--- config.mk ---
export PLATFORM = sky130hd
export DESIGN_NAME = jtag_dr_unit
export DESIGN_NICKNAME = d
export VERILOG_FILES = /design/src/rtl/jtag_dr_pkg.sv /design/src/rtl/jtag_ir_unit.sv /design/src/rtl/jtag_pload_sr.sv /design/src/rtl/jtag_bscan_chain.sv /design/src/rtl/jtag_dr_unit.sv
export SDC_FILE = /design/constraint.sdc
export NUM_CORES = 1
export LEC_CHECK = 0
export BUFFER_PORTS_ARGS = -buffer_cell sky130_fd_sc_hd__buf_2
export CAP_MARGIN = 20
export CORE_MARGIN = 2
export CORE_UTILIZATION = 40
export CTS_CLUSTER_DIAMETER = 50
export CTS_CLUSTER_SIZE = 25
export DETAILED_ROUTE_END_ITERATION = 8
export GPL_TIMING_DRIVEN = 0
export PLACE_DENSITY = 0.67
export SLEW_MARGIN = 5
export SYNTH_ARGS = -nofsm -noshare
export SYNTH_HDL_FRONTEND = slang
export SYNTH_SLANG_ARGS = --single-unit
--- constraint.sdc ---
create_clock -name tck -period 1.6 [get_ports tck]
set_clock_uncertainty 0.1 [all_clocks]
set_input_delay 0.08 -clock tck [delete_from_list [all_inputs] [get_ports tck]]
set_output_delay 0.08 -clock tck [all_outputs]
set_load 0.005 [all_outputs]
--- src/rtl/jtag_dr_pkg.sv ---
package jtag_dr_pkg;

    localparam int IR_W = 4;
    localparam int ID_W = 32;

    typedef enum logic [IR_W-1:0] {
        INS_IDCODE = 4'h1,
        INS_SAMPLE = 4'h2,
        INS_RESET  = 4'hC,
        INS_BYPASS = 4'hF
    } instr_e;

    localparam logic [IR_W-1:0] IR_CAPTURE = 4'b0001;

    typedef enum logic [1:0] {
        DR_ID,
        DR_BOUNDARY,
        DR_RSTCELL,
        DR_BYPASS
    } dr_sel_e;

    typedef struct packed {
        logic capture;
        logic shift;
        logic update;
    } scan_ctl_t;

    // Unknown codes fall back to the bypass cell.
    function automatic dr_sel_e decode_instr(input logic [IR_W-1:0] code);
        case (code)
            INS_IDCODE: return DR_ID;
            INS_SAMPLE: return DR_BOUNDARY;
            INS_RESET:  return DR_RSTCELL;
            default:    return DR_BYPASS;
        endcase
    endfunction

    function automatic logic [ID_W-1:0] make_idcode(input logic [3:0]  ver,
                                                    input logic [15:0] part,
                                                    input logic [10:0] mfr);
        return {ver, part, mfr, 1'b1};
    endfunction

endpackage

--- src/rtl/jtag_ir_unit.sv ---
module jtag_ir_unit
    import jtag_dr_pkg::*;
(
    input  logic             tck,
    input  logic             tlr,
    input  logic             tdi,
    input  scan_ctl_t        ctl,
    output logic             ir_so,
    output logic [IR_W-1:0]  ir_code
);

    logic [IR_W-1:0] ir_sr;

    always_ff @(posedge tck) begin
        if (tlr) begin
            ir_sr   <= IR_CAPTURE;
            ir_code <= INS_IDCODE;
        end else begin
            if (ctl.capture)
                ir_sr <= IR_CAPTURE;
            else if (ctl.shift)
                ir_sr <= {tdi, ir_sr[IR_W-1:1]};
            if (ctl.update)
                ir_code <= ir_sr;
        end
    end

    assign ir_so = ir_sr[0];

endmodule

--- src/rtl/jtag_pload_sr.sv ---
module jtag_pload_sr #(
    parameter int W = 8
) (
    input  logic         tck,
    input  logic         tlr,
    input  logic         tdi,
    input  logic         load,
    input  logic         shift,
    input  logic [W-1:0] pdata,
    output logic         so
);

    logic [W-1:0] q;
    logic [W-1:0] q_shifted;

    generate
        if (W == 1) begin : g_single
            assign q_shifted = tdi;
        end else begin : g_multi
            assign q_shifted = {tdi, q[W-1:1]};
        end
    endgenerate

    always_ff @(posedge tck) begin
        if (tlr)
            q <= '0;
        else if (load)
            q <= pdata;
        else if (shift)
            q <= q_shifted;
    end

    assign so = q[0];

endmodule

--- src/rtl/jtag_bscan_chain.sv ---
module jtag_bscan_chain
    import jtag_dr_pkg::*;
#(
    parameter int N = 8
) (
    input  logic         tck,
    input  logic         tlr,
    input  logic         tdi,
    input  scan_ctl_t    ctl,
    input  logic [N-1:0] pin_in,
    output logic         chain_so,
    output logic [N-1:0] latch_q
);

    logic [N-1:0] cells;
    logic [N-1:0] cell_in;

    genvar i;
    generate
        for (i = 0; i < N; i++) begin : g_cell
            if (i == N - 1) begin : g_head
                assign cell_in[i] = tdi;
            end else begin : g_link
                assign cell_in[i] = cells[i+1];
            end
        end
    endgenerate

    always_ff @(posedge tck) begin
        if (tlr)
            cells <= '0;
        else if (ctl.capture)
            cells <= pin_in;
        else if (ctl.shift)
            cells <= cell_in;
    end

    always_ff @(posedge tck) begin
        if (tlr)
            latch_q <= '0;
        else if (ctl.update)
            latch_q <= cells;
    end

    assign chain_so = cells[0];

endmodule

--- src/rtl/jtag_dr_unit.sv ---
module jtag_dr_unit
    import jtag_dr_pkg::*;
#(
    parameter int          BSR_LEN    = 8,
    parameter logic [3:0]  ID_VERSION = 4'h3,
    parameter logic [15:0] ID_PART    = 16'h5A3C,
    parameter logic [10:0] ID_MFR     = 11'h2B5
) (
    input  logic               tck,
    input  logic               tlr,
    input  logic               cap_ir,
    input  logic               shift_ir,
    input  logic               upd_ir,
    input  logic               cap_dr,
    input  logic               shift_dr,
    input  logic               upd_dr,
    input  logic               tdi,
    input  logic [BSR_LEN-1:0] pin_in,
    output logic               tdo,
    output logic               sys_rst_req,
    output logic [BSR_LEN-1:0] bsr_latch
);

    localparam logic [ID_W-1:0] ID_WORD = make_idcode(ID_VERSION, ID_PART, ID_MFR);

    scan_ctl_t       ir_ctl;
    scan_ctl_t       bs_ctl;
    logic [IR_W-1:0] ir_code;
    logic            ir_so;
    dr_sel_e         dr_sel;
    logic            id_so, bs_so, rst_so, byp_so, dr_so;

    assign ir_ctl = '{capture: cap_ir, shift: shift_ir, update: upd_ir};
    assign dr_sel = decode_instr(ir_code);
    assign bs_ctl = '{capture: cap_dr   && (dr_sel == DR_BOUNDARY),
                      shift:   shift_dr && (dr_sel == DR_BOUNDARY),
                      update:  upd_dr   && (dr_sel == DR_BOUNDARY)};

    jtag_ir_unit u_ir (
        .tck(tck), .tlr(tlr), .tdi(tdi), .ctl(ir_ctl),
        .ir_so(ir_so), .ir_code(ir_code)
    );

    jtag_pload_sr #(.W(ID_W)) u_id (
        .tck(tck), .tlr(tlr), .tdi(tdi),
        .load(cap_dr && (dr_sel == DR_ID)),
        .shift(shift_dr && (dr_sel == DR_ID)),
        .pdata(ID_WORD), .so(id_so)
    );

    jtag_pload_sr #(.W(1)) u_byp (
        .tck(tck), .tlr(tlr), .tdi(tdi),
        .load(cap_dr && (dr_sel == DR_BYPASS)),
        .shift(shift_dr && (dr_sel == DR_BYPASS)),
        .pdata(1'b0), .so(byp_so)
    );

    // Reset cell: shift only, no capture, no update stage.
    jtag_pload_sr #(.W(1)) u_rst (
        .tck(tck), .tlr(tlr), .tdi(tdi),
        .load(1'b0),
        .shift(shift_dr && (dr_sel == DR_RSTCELL)),
        .pdata(1'b0), .so(rst_so)
    );

    jtag_bscan_chain #(.N(BSR_LEN)) u_bs (
        .tck(tck), .tlr(tlr), .tdi(tdi), .ctl(bs_ctl),
        .pin_in(pin_in), .chain_so(bs_so), .latch_q(bsr_latch)
    );

    always_comb begin
        case (dr_sel)
            DR_ID:       dr_so = id_so;
            DR_BOUNDARY: dr_so = bs_so;
            DR_RSTCELL:  dr_so = rst_so;
            default:     dr_so = byp_so;
        endcase
    end

    always_ff @(negedge tck) begin
        if (tlr)
            tdo <= 1'b0;
        else if (shift_ir)
            tdo <= ir_so;
        else if (shift_dr)
            tdo <= dr_so;
        else
            tdo <= 1'b0;
    end

    assign sys_rst_req = rst_so;

endmodule

==> flow_summary.json <==
{
  "outcome": "complete, but fails checks",
  "violated_checks": "setup timing",
  "gp_congestion": 0.753,
  "synth.cell_area_um2": 2600,
  "route.vias.total": 2396,
  "drt-met1-wl_mm": 2.92,
  "pin_count": 27,
  "post_route_non_filler_standard_cell_count": 427,
  "place.port_buffers": 21,
  "yosys_register_bits": 59,
  "tritoncts.num_buffers": 9,
  "synthArstFlopShare": 0,
  "worst_skew_pair.late_latency_ns": 0.35,
  "timing.critical_path.max_delay_family": "simple AND/OR/NAND/NOR gates",
  "die_outline_area_um2": 7160,
  "detailroute.wirelength.met3_um": 293,
  "crit_path_top_delay_cell": "sky130_fd_sc_hd__or4b_4",
  "design.core.area_um2": 6310,
  "placed_cells": 391,
  "post_route_cells_drive_above_1_share": 0.383,
  "syn-instance-count": 293,
  "grt_pass1_vias": 2265,
  "nFillCells": 592,
  "grt_pass1_wl_mm": 10.9,
  "maxUsedRoutingLayer": "met4",
  "power.density_cell_area_nw_per_um2": 901,
  "first_pass_iters": 4,
  "critPathLaunchType": "flip-flop",
  "clockBufferDepth": 2,
  "grt.overflow.total": 0,
  "synth-edff-count": 0,
  "critical_path.max_stage_delay_ns": 0.51,
  "worstMarginPinSlew_ns": 0.850,
  "finalSetupViolCount": 51,
  "nets": 363,
  "timing.rr.start": "u_ir.ir_code[3]",
  "fp.dieH_um": 84.6,
  "route.detailed.drc": 0,
  "first_iter_violations": 110,
  "worst_setup_hold_path_clk_slew_ns": 0.06,
  "crit_arrival_ns": 1.61,
  "total_detailed_routing_wirelength_mm": 6.60,
  "track_usage": 0.191,
  "worst_setup_path_end_kind": "flip-flop",
  "std_cell_rows": 29,
  "worstPathCellList": "buf_6, or4b_4, buf_6, o221ai_2, a311oi_2",
  "origin_of_the_worst_min_delay_path": "shift_dr",
  "top_area_cells_in_the_synthesized_netlist": "sky130_fd_sc_hd__dfxtp_1 45%, sky130_fd_sc_hd__a21oi_1 8.3%, sky130_fd_sc_hd__nand3_1 5.8%, sky130_fd_sc_hd__o21ai_1 4.8%, sky130_fd_sc_hd__nor3_2 3.9%",
  "max_transition_viols_final": 0,
  "r2r.worst_path.cells": 5,
  "min_delay_worst_endpoint": "u_id.q[26]",
  "worst-endpoint-required_ns": 0.95,
  "synth-warning-count": 0,
  "synthesis.area_per_instance_um2": 8.87,
  "hold_path_class": "in2reg",
  "seqCellArea_um2": 1190,
  "unrepaired_setup_endpoints_after_global_routing": "true",
  "met2WireLength_mm": 3.33,
  "maxCapViolCount": 0,
  "ctsRootBufferMaster": "sky130_fd_sc_hd__clkbuf_8",
  "vdd_drop_max_mv": 0.631,
  "multi_input_gate_area_in_the_final_layout_um2": 1460,
  "timing.max_slew.rel_slack": 0.432,
  "yosysUniqueCellTypes": 31,
  "initial_antenna_violation_count": 0,
  "p_leak_nw": 1.27,
  "ys.flop_type": "sky130_fd_sc_hd__dfxtp_1",
  "critPathKind": "reg2reg",
  "floorplan.initialDensity": 0.412,
  "finalWorstSetupSlack_ns": -0.660,
  "timing.final.hold_violations": 0,
  "ant_nets": 0,
  "syn_to_final_growth_pct": 36.3,
  "numClockSinks": 59,
  "mappedNetlistNets": 310,
  "chipWidth_um": 84.6,
  "critical-path-top-cell-by-count": "sky130_fd_sc_hd__buf_6",
  "hold-path-cell-count": 3,
  "maximum_fanout_along_the_worst_path": 9,
  "setup.reg_to_reg.worst_slack_ns": -0.66,
  "synth.yosys.seq_area_share": 0.455,
  "critical_path_buf_inv_count": 2,
  "synth_top_cell_by_area": "sky130_fd_sc_hd__dfxtp_1",
  "grt_start_max_net_pins": 11,
  "antennaDiodeCount": 0,
  "cts.htree.levels": 3,
  "final_core_utilization": 0.561,
  "tritoncts": "built",
  "pre_cts_slack_ns": -0.947,
  "wl_per_cell_um": 15.5,
  "viasPerCell": 5.61,
  "dpl.hpwl_mm": 4.02,
  "critical_path.reg2reg.endpoint": "tdo",
  "synth_top_cell_area_share": 0.455,
  "worst-path-stages": 5
}
-- through the flow --
stage	hold WS [ns]	instance area (um^2)	power, W	TNS [ns]
2_1_floorplan	0.0568	2620	0.00179	-1.08
3_3_place_gp	0.202	2830	0.00186	-6.08
3_5_place_dp	0.205	2830	0.00187	-7.04
4_1_cts	0.0130	3370	0.00318	-21.39
5_1_grt	0.0189	3540	0.00330	-20.04
6_report	0.00918	3540	0.00319	-17.60
-- cell type report --
class / instances / share of cell area
clock inverter: 3 / 0.00389
tap: 77 / 0.0272
buffer: 30 / 0.0576
sequential: 59 / 0.336
clock buffer: 13 / 0.0477
multi-input combinational: 197 / 0.411
timing repair buffer: 44 / 0.112
inverter: 4 / 0.00424
-- kinds of logic (layout without fill, tap and decap cells) --
group | after synthesis | after routing | synth area share
AO/OA/AOI/OAI | 103 | 103 | 0.222
AND/OR/NAND/NOR | 86 | 86 | 0.214
flip-flops | 59 | 59 | 0.455
buffers and inverters | 37 | 94 | 0.0785
multiplexers | 8 | 8 | 0.0308
-- layout by cell type, fill, tap and decap left out, drive strengths merged --
cell	count
nor4b	3
o221ai	1
nand2b	10
nand4bb	1
nand2	4
o31ai	1
or2	1
nand3b	1
or4	2
dlygate4sd3	2
nand4b	1
o2111ai	8
a31oi	7
nor4bb	1
mux2i	8
clkinv	2
a21oi	43
a311oi	1
clkbuf	28
nor3	25
a21o	3
or4b	2
nor2	5
clkdlybuf4s15	1
o21ai	38
buf	56
inv	5
a32o	1
dfxtp	59
nand3	30
-- repair_timing --
action / CTS / global route
gates cloned: 4 / 0
pin swaps: 29 / 10
hold buffers: 2 / 0
endpoints found under the hold margin: 5 / 0
endpoints found under the setup margin: 51 / 51
gates resized for setup: 46 / 46
setup buffers: 12 / 9
-- synthesized netlist by cell type, types with 7 or more instances --
cell,instances
sky130_fd_sc_hd__a21oi_1,43
sky130_fd_sc_hd__buf_6,7
sky130_fd_sc_hd__nor3_1,15
sky130_fd_sc_hd__nor3_2,10
sky130_fd_sc_hd__mux2i_1,8
sky130_fd_sc_hd__nand3_1,30
sky130_fd_sc_hd__o21ai_0,13
sky130_fd_sc_hd__o21ai_1,25
sky130_fd_sc_hd__o2111ai_1,8
sky130_fd_sc_hd__nand2b_1,10
sky130_fd_sc_hd__clkbuf_1,15
sky130_fd_sc_hd__buf_2,10
sky130_fd_sc_hd__dfxtp_1,59
sky130_fd_sc_hd__a31oi_1,7
-- worst min-delay path: stages --
cell	delay, ns
sky130_fd_sc_hd__buf_2	0.16
sky130_fd_sc_hd__nand3_1	0.09
sky130_fd_sc_hd__a31oi_1	0.07
-- routing by layer --
| metal | track usage | up-vias |
|---|---|---|
| met5 | 0 | - |
| met4 | 0.0837 | 0 |
| met3 | 0.0551 | 10 |
| met2 | 0.322 | 39 |
| met1 | 0.227 | 1157 |
| li1 | - | 1190 |
-- flip-flops by register name, indices dropped and copies added (netlist names) --
register,cells
u_bs.latch_q,8
u_ir.ir_code,4
u_id.q,32
u_rst.so,1
u_ir.ir_sr,4
u_byp.so,1
tdo,1
u_bs.cells,8
-- report_power, final --
part	switching, W	internal, W
combinational	0.000215	0.000167
clock	0.000571	0.000678
sequential	0.0000392	0.00152
total	0.000825	0.00237
-- worst max-delay path by stage --
stage,endpoint,startpoint,slack (ns)
3_5_place_dp,tdo,u_ir.ir_code[1],-0.95
6_report,tdo,u_ir.ir_code[3],-0.66
5_1_grt,tdo,u_ir.ir_code[3],-0.70
2_1_floorplan,tdo,u_ir.ir_code[2],-0.70
3_3_place_gp,tdo,u_ir.ir_code[1],-0.92
4_1_cts,tdo,u_ir.ir_code[2],-0.72
(Power assumes the default switching activity.)
